File: src/rtl/memfill_pkg.sv
package memfill_pkg;
  localparam int NCH = 2;
  localparam int DW  = 32;
  localparam int BEW = DW / 8;

  typedef enum logic [1:0] {SEL_START = 2'd0, SEL_END = 2'd1, SEL_VALUE = 2'd2, SEL_CTRL = 2'd3} reg_sel_e;
  typedef enum logic [1:0] {PAT16 = 2'd0, PAT24 = 2'd1, PAT32 = 2'd2} pat_e;

  // triplet flag wins over word flag
  function automatic pat_e decode_pat(input logic f24, input logic f32);
    if (f24)      return PAT24;
    else if (f32) return PAT32;
    else          return PAT16;
  endfunction

  function automatic logic [2:0] step_of(input pat_e p);
    case (p)
      PAT24:   return 3'd3;
      PAT32:   return 3'd4;
      default: return 3'd2;
    endcase
  endfunction

  function automatic logic [BEW-1:0] be_of(input pat_e p);
    case (p)
      PAT24:   return 4'b0111;
      PAT32:   return 4'b1111;
      default: return 4'b0011;
    endcase
  endfunction

  function automatic logic [DW-1:0] data_of(input pat_e p, input logic [DW-1:0] v);
    case (p)
      PAT24:   return {8'h00, v[7:0], v[15:8], v[23:16]};
      PAT32:   return v;
      default: return {16'h0000, v[15:0]};
    endcase
  endfunction
endpackage

File: src/rtl/memfill_chan.sv
module memfill_chan
  import memfill_pkg::*;
#(
  parameter int AW = 16
) (
  input  logic           clk,
  input  logic           rst,
  input  logic           wr_en,
  input  logic [1:0]     sel,
  input  logic [DW-1:0]  wdata,
  input  logic           gnt,
  output logic           req,
  output logic [AW-1:0]  wr_addr,
  output logic [DW-1:0]  wr_data,
  output logic [BEW-1:0] wr_be,
  output logic           busy,
  output logic           done,
  output logic           irq
);
  logic [AW-1:0] start_q, end_q, lim_q;
  logic [DW-1:0] value_q, fill_q;
  logic [AW:0]   cur_q;
  pat_e          pat_q;
  logic          at_end;

  assign at_end  = !(cur_q < {1'b0, lim_q});
  assign req     = busy && !at_end;
  assign wr_addr = cur_q[AW-1:0];
  assign wr_data = data_of(pat_q, fill_q);
  assign wr_be   = be_of(pat_q);

  always_ff @(posedge clk) begin
    if (rst) begin
      start_q <= '0;
      end_q   <= '0;
      lim_q   <= '0;
      value_q <= '0;
      fill_q  <= '0;
      cur_q   <= '0;
      pat_q   <= PAT16;
      busy    <= 1'b0;
      done    <= 1'b0;
      irq     <= 1'b0;
    end else begin
      irq <= 1'b0;
      if (wr_en) begin
        case (reg_sel_e'(sel))
          SEL_START: start_q <= wdata[AW-1:0];
          SEL_END:   end_q   <= wdata[AW-1:0];
          SEL_VALUE: value_q <= wdata;
          default: begin
            if (wdata[0] && !busy) begin
              pat_q  <= decode_pat(wdata[1], wdata[2]);
              fill_q <= value_q;
              lim_q  <= end_q;
              cur_q  <= {1'b0, start_q};
              if (start_q == '0) begin
                done <= 1'b1;
              end else begin
                busy <= 1'b1;
                done <= 1'b0;
              end
            end
          end
        endcase
      end
      if (busy) begin
        if (gnt) begin
          cur_q <= cur_q + (AW+1)'(step_of(pat_q));
        end else if (at_end) begin
          busy <= 1'b0;
          done <= 1'b1;
          irq  <= 1'b1;
        end
      end
    end
  end
endmodule

File: src/rtl/memfill_arb.sv
module memfill_arb
  import memfill_pkg::*;
#(
  parameter int AW = 16
) (
  input  logic                     clk,
  input  logic                     rst,
  input  logic [NCH-1:0]           req,
  input  logic [NCH-1:0][AW-1:0]   addr_i,
  input  logic [NCH-1:0][DW-1:0]   data_i,
  input  logic [NCH-1:0][BEW-1:0]  be_i,
  output logic [NCH-1:0]           gnt,
  output logic                     mem_wr_en,
  output logic [AW-1:0]            mem_addr,
  output logic [DW-1:0]            mem_wdata,
  output logic [BEW-1:0]           mem_be
);
  logic last_q;

  always_comb begin
    if (&req) gnt = last_q ? 2'b01 : 2'b10;
    else      gnt = req;
  end

  always_ff @(posedge clk) begin
    if (rst) begin
      last_q    <= 1'b0;
      mem_wr_en <= 1'b0;
      mem_addr  <= '0;
      mem_wdata <= '0;
      mem_be    <= '0;
    end else begin
      mem_wr_en <= |gnt;
      if (|gnt) begin
        last_q    <= gnt[1];
        mem_addr  <= gnt[1] ? addr_i[1] : addr_i[0];
        mem_wdata <= gnt[1] ? data_i[1] : data_i[0];
        mem_be    <= gnt[1] ? be_i[1]   : be_i[0];
      end
    end
  end
endmodule

File: src/rtl/memfill_dual.sv
module memfill_dual
  import memfill_pkg::*;
#(
  parameter int AW = 16
) (
  input  logic           clk,
  input  logic           rst,
  input  logic           reg_wr_en,
  input  logic           reg_ch,
  input  logic [1:0]     reg_sel,
  input  logic [31:0]    reg_wdata,
  output logic           mem_wr_en,
  output logic [AW-1:0]  mem_addr,
  output logic [31:0]    mem_wdata,
  output logic [3:0]     mem_be,
  output logic [1:0]     busy,
  output logic [1:0]     done,
  output logic [1:0]     irq
);
  logic [NCH-1:0]          req, gnt;
  logic [NCH-1:0][AW-1:0]  ch_addr;
  logic [NCH-1:0][DW-1:0]  ch_data;
  logic [NCH-1:0][BEW-1:0] ch_be;

  for (genvar i = 0; i < NCH; i++) begin : g_ch
    memfill_chan #(.AW(AW)) u_chan (
      .clk     (clk),
      .rst     (rst),
      .wr_en   (reg_wr_en && (reg_ch == 1'(i))),
      .sel     (reg_sel),
      .wdata   (reg_wdata),
      .gnt     (gnt[i]),
      .req     (req[i]),
      .wr_addr (ch_addr[i]),
      .wr_data (ch_data[i]),
      .wr_be   (ch_be[i]),
      .busy    (busy[i]),
      .done    (done[i]),
      .irq     (irq[i])
    );
  end

  memfill_arb #(.AW(AW)) u_arb (
    .clk       (clk),
    .rst       (rst),
    .req       (req),
    .addr_i    (ch_addr),
    .data_i    (ch_data),
    .be_i      (ch_be),
    .gnt       (gnt),
    .mem_wr_en (mem_wr_en),
    .mem_addr  (mem_addr),
    .mem_wdata (mem_wdata),
    .mem_be    (mem_be)
  );
endmodule

File: config.mk
export PLATFORM = sky130hd
export DESIGN_NAME = memfill_dual
export DESIGN_NICKNAME = d
export VERILOG_FILES = /design/src/rtl/memfill_pkg.sv /design/src/rtl/memfill_chan.sv /design/src/rtl/memfill_arb.sv /design/src/rtl/memfill_dual.sv
export SDC_FILE = /design/constraint.sdc
export NUM_CORES = 1
export LEC_CHECK = 0
export BUFFER_PORTS_ARGS = -buffer_cell sky130_fd_sc_hd__buf_2
export CAP_MARGIN = 0
export CORE_ASPECT_RATIO = 0.5
export CORE_MARGIN = 2
export CORE_UTILIZATION = 60
export CTS_CLUSTER_DIAMETER = 40
export DETAILED_ROUTE_END_ITERATION = 6
export PLACE_DENSITY = 0.87
export SLEW_MARGIN = 20
export SYNTH_ARGS = -nofsm -noshare
export SYNTH_HDL_FRONTEND = slang
export SYNTH_SLANG_ARGS = --single-unit
export TNS_END_PERCENT = 1
File: constraint.sdc
create_clock -name clk -period 6 [get_ports clk]
set_input_delay 0.3 -clock clk [delete_from_list [all_inputs] [get_ports clk]]
set_output_delay 0.3 -clock clk [all_outputs]
set_load 0.02 [all_outputs]
==> results.tsv <==
metric	value	unit
status	complete, but fails checks	
failed_checks	DRC	
vias	12757	
die_x	217	um
diodes	0	
cp-start-kind	register	
path_clk_slew	0.07	ns
synthAdderAreaFrac	4.14	%
drc	3	
power_density	271	nW/um^2
grt_overflow_total	0	
synth_edf_count	0	
worst_path_most_repeated_cell	a211o_1	
ir_drop	0.000282	V
final.setup.tns	0	ns
place_ws	2.17	ns
synth_xor_area_share	0.257	%
yosysUniqueCellTypes	54	
routedWlPerCell	18.3	um
cp_max_fo	36	
worst_pin_slew	1.10	ns
most-common-layout-cells	nand2_1, dfxtp_1, a21oi_1	
vias_per_cell	6.08	
ys.flop_type	dfxtp_1	
yosys.area_share.simple	23.4	%
worstSkewPairLatency	0.56	ns
cpPeakStageDelay	0.69	ns
io_buffer_count	96	
core_area	22000	um^2
area_growth	11.2	%
drt-initial-drc-count	1281	
hold_class	in -> reg	
crit_arrival	4.34	ns
cts_buffers	27	
yosys_warnings	0	
final_common_cell	nand2_1	
setup_viol	0	
track_usage	31.4	%
synth-compound-area-share	19.4	%
synth_top_family_by_area	simple AND/OR/NAND/NOR gates	
clk_path_buf_depth	3	
ys_seq_area_share	47.1	%
ant_nets	0	
grt_pass1_vias	11711	
slew_viol_final	0	
initial_core_util	62.0	%
path_cells	ha_1, and3_1, a221o_1, a2111o_1, a211o_1, a21oi_4, buf_4, a211o_1, o2bb2ai_1	
rows	38	
critPathCaptureType	register	
die_y	111	um
cp_num_buf_inv	1	
syn_area	13600	um^2
ctsResizeCount	0	
synth_cells	1754	
relSlewSlack	26.1	%
post_cts_buffers	0	
period_needed	3.90	ns
path_class	reg -> reg	
fin_ws	2.10	ns
io_pins	97	
cts_tree	built	
critPathSlowestCell	a21oi_4	
cts_hold_buf	14	
cts_max_level	1	
drt_wl_total	38300	um
drt_pass1_iterations	7	
worstHoldPathCells	3	
clock-sinks	321	
synth_fp_nets	1836	
muxShareOfSynthArea	0.587	%
async_reset_ff_share	0	%
antenna_found_initial	1	
synth.avg_cell_area	7.78	um^2
die_area	24000	um^2
total_power	4.12	mW
finalHoldViolCount	0	
synth.area.top_cells	dfxtp_1, nand2_1, a21oi_1, ha_1, clkbuf_1	
rsz0062_at_grt	no	
synth_top_area_cell	dfxtp_1	
layout-drive-gt1-share	9.68	%
gp_congestion	0.897	
synth_seq_cells	321	
required	6.44	ns
fin_skew	0.0232	ns
period_share	65.0	%
p_leak	5.18	nW
fmax	256	MHz
ff2ff_setup_slack	2.10	ns
rr_worst_depth	9	
fin_nets	1859	
grt_max_degree	135	
cp_top_family	compound AO/OA/AOI/OAI gates	
root_buffer	clkbuf_16	
grt_pass1_wl	61400	um
max_cap_viol_count	0	
synth_top_area_share	47.1	%
dp_hpwl	24100	um
path_depth	9	
## stage by stage
stage                     hold WS, ns  instance area, um^2  cells  utilization (%)
after CTS                     0.00182                15200   2097             68.9
after global routing          0.00804                15200   2097             68.9
final                         0.00169                15200   2097             68.9
after global placement          0.437                14100   2034             64.2
after detailed placement        0.443                14100   2034             64.2
after floorplan                 0.432                13600   1754                -
## tightest hold or removal path, cell delays in order
cell     delay (ns)
buf_2          0.11
nand2_1        0.05
a21oi_1        0.05
## layer usage
| layer | share of wire [%] | track usage, % | vias up |
|---|---|---|---|
| met5 | 0.034 | 0 | - |
| met4 | 3.3 | 12.1 | 2 |
| met3 | 9.4 | 6.09 | 115 |
| met2 | 46 | 50.0 | 608 |
| met1 | 42 | 42.4 | 5992 |
| li1 | - | - | 6040 |
## area by class of cell
| class | count | area [um^2] |
|---|---|---|
| timing repair buffer | 125 | 743 |
| inverter | 44 | 165 |
| clock inverter | 10 | 121 |
| tap | 300 | 375 |
| clock buffer | 39 | 781 |
| multi-input combinational | 1258 | 6560 |
| sequential | 321 | 6430 |
| fill | 1726 | 6840 |
## where the power goes
group / leakage [nW] / total, mW / switching [mW] / internal, mW
clock: 0.451 / 1.80 / 0.798 / 0.999
sequential: 2.59 / 2.16 / 0.0139 / 2.15
combinational: 2.14 / 0.158 / 0.115 / 0.0431
## cell families after synthesis
family,Yosys count
AO/OA/AOI/OAI,424
buffers and inverters,175
multiplexers,8
adder cells (fa/ha/maj),44
XOR/XNOR,4
AND/OR/NAND/NOR,778
flip-flops,321
## synth_stat cells (7+ instances only)
master	instances
nor3_1	14
nand4_1	7
a21oi_1	255
inv_1	44
a22o_1	14
a31oi_1	19
buf_2	10
o21ai_0	9
o2bb2ai_1	7
a22oi_1	16
a311oi_1	39
nor4_1	11
ha_1	42
a221oi_1	8
or3_1	20
a21o_1	11
mux2i_1	8
nand2_1	572
buf_1	15
nand2b_1	11
a32oi_1	7
buf_4	7
dfxtp_1	321
nor2b_1	10
clkbuf_1	99
nor2_1	73
nand3_1	40
## path summary, 6_finish.rpt
| kind | start | to |
|---|---|---|
| max | g_ch[1].u_chan.cur_q[7] | u_arb.mem_wdata[23] |
| min | reg_wdata[27] | g_ch[0].u_chan.value_q[27] |
| max reg2reg | g_ch[1].u_chan.cur_q[7] | u_arb.mem_wdata[23] |
| min reg2reg | g_ch[1].u_chan.value_q[14] | g_ch[1].u_chan.fill_q[14] |
## flip-flops by register name (all words and copies together), names as in the netlist, 2 cells and up
name and flops:
g_ch.u_chan.fill_q 64, g_ch.u_chan.irq 2, g_ch.u_chan.busy 2, g_ch.u_chan.end_q 32
g_ch.u_chan.lim_q 32, g_ch.u_chan.pat_q 4, g_ch.u_chan.start_q 32, g_ch.u_chan.value_q 64
u_arb.mem_wdata 32, g_ch.u_chan.done 2, u_arb.mem_addr 16, g_ch.u_chan.cur_q 34
u_arb.mem_be 3
Note: power is estimated with default switching activity, not from simulation.
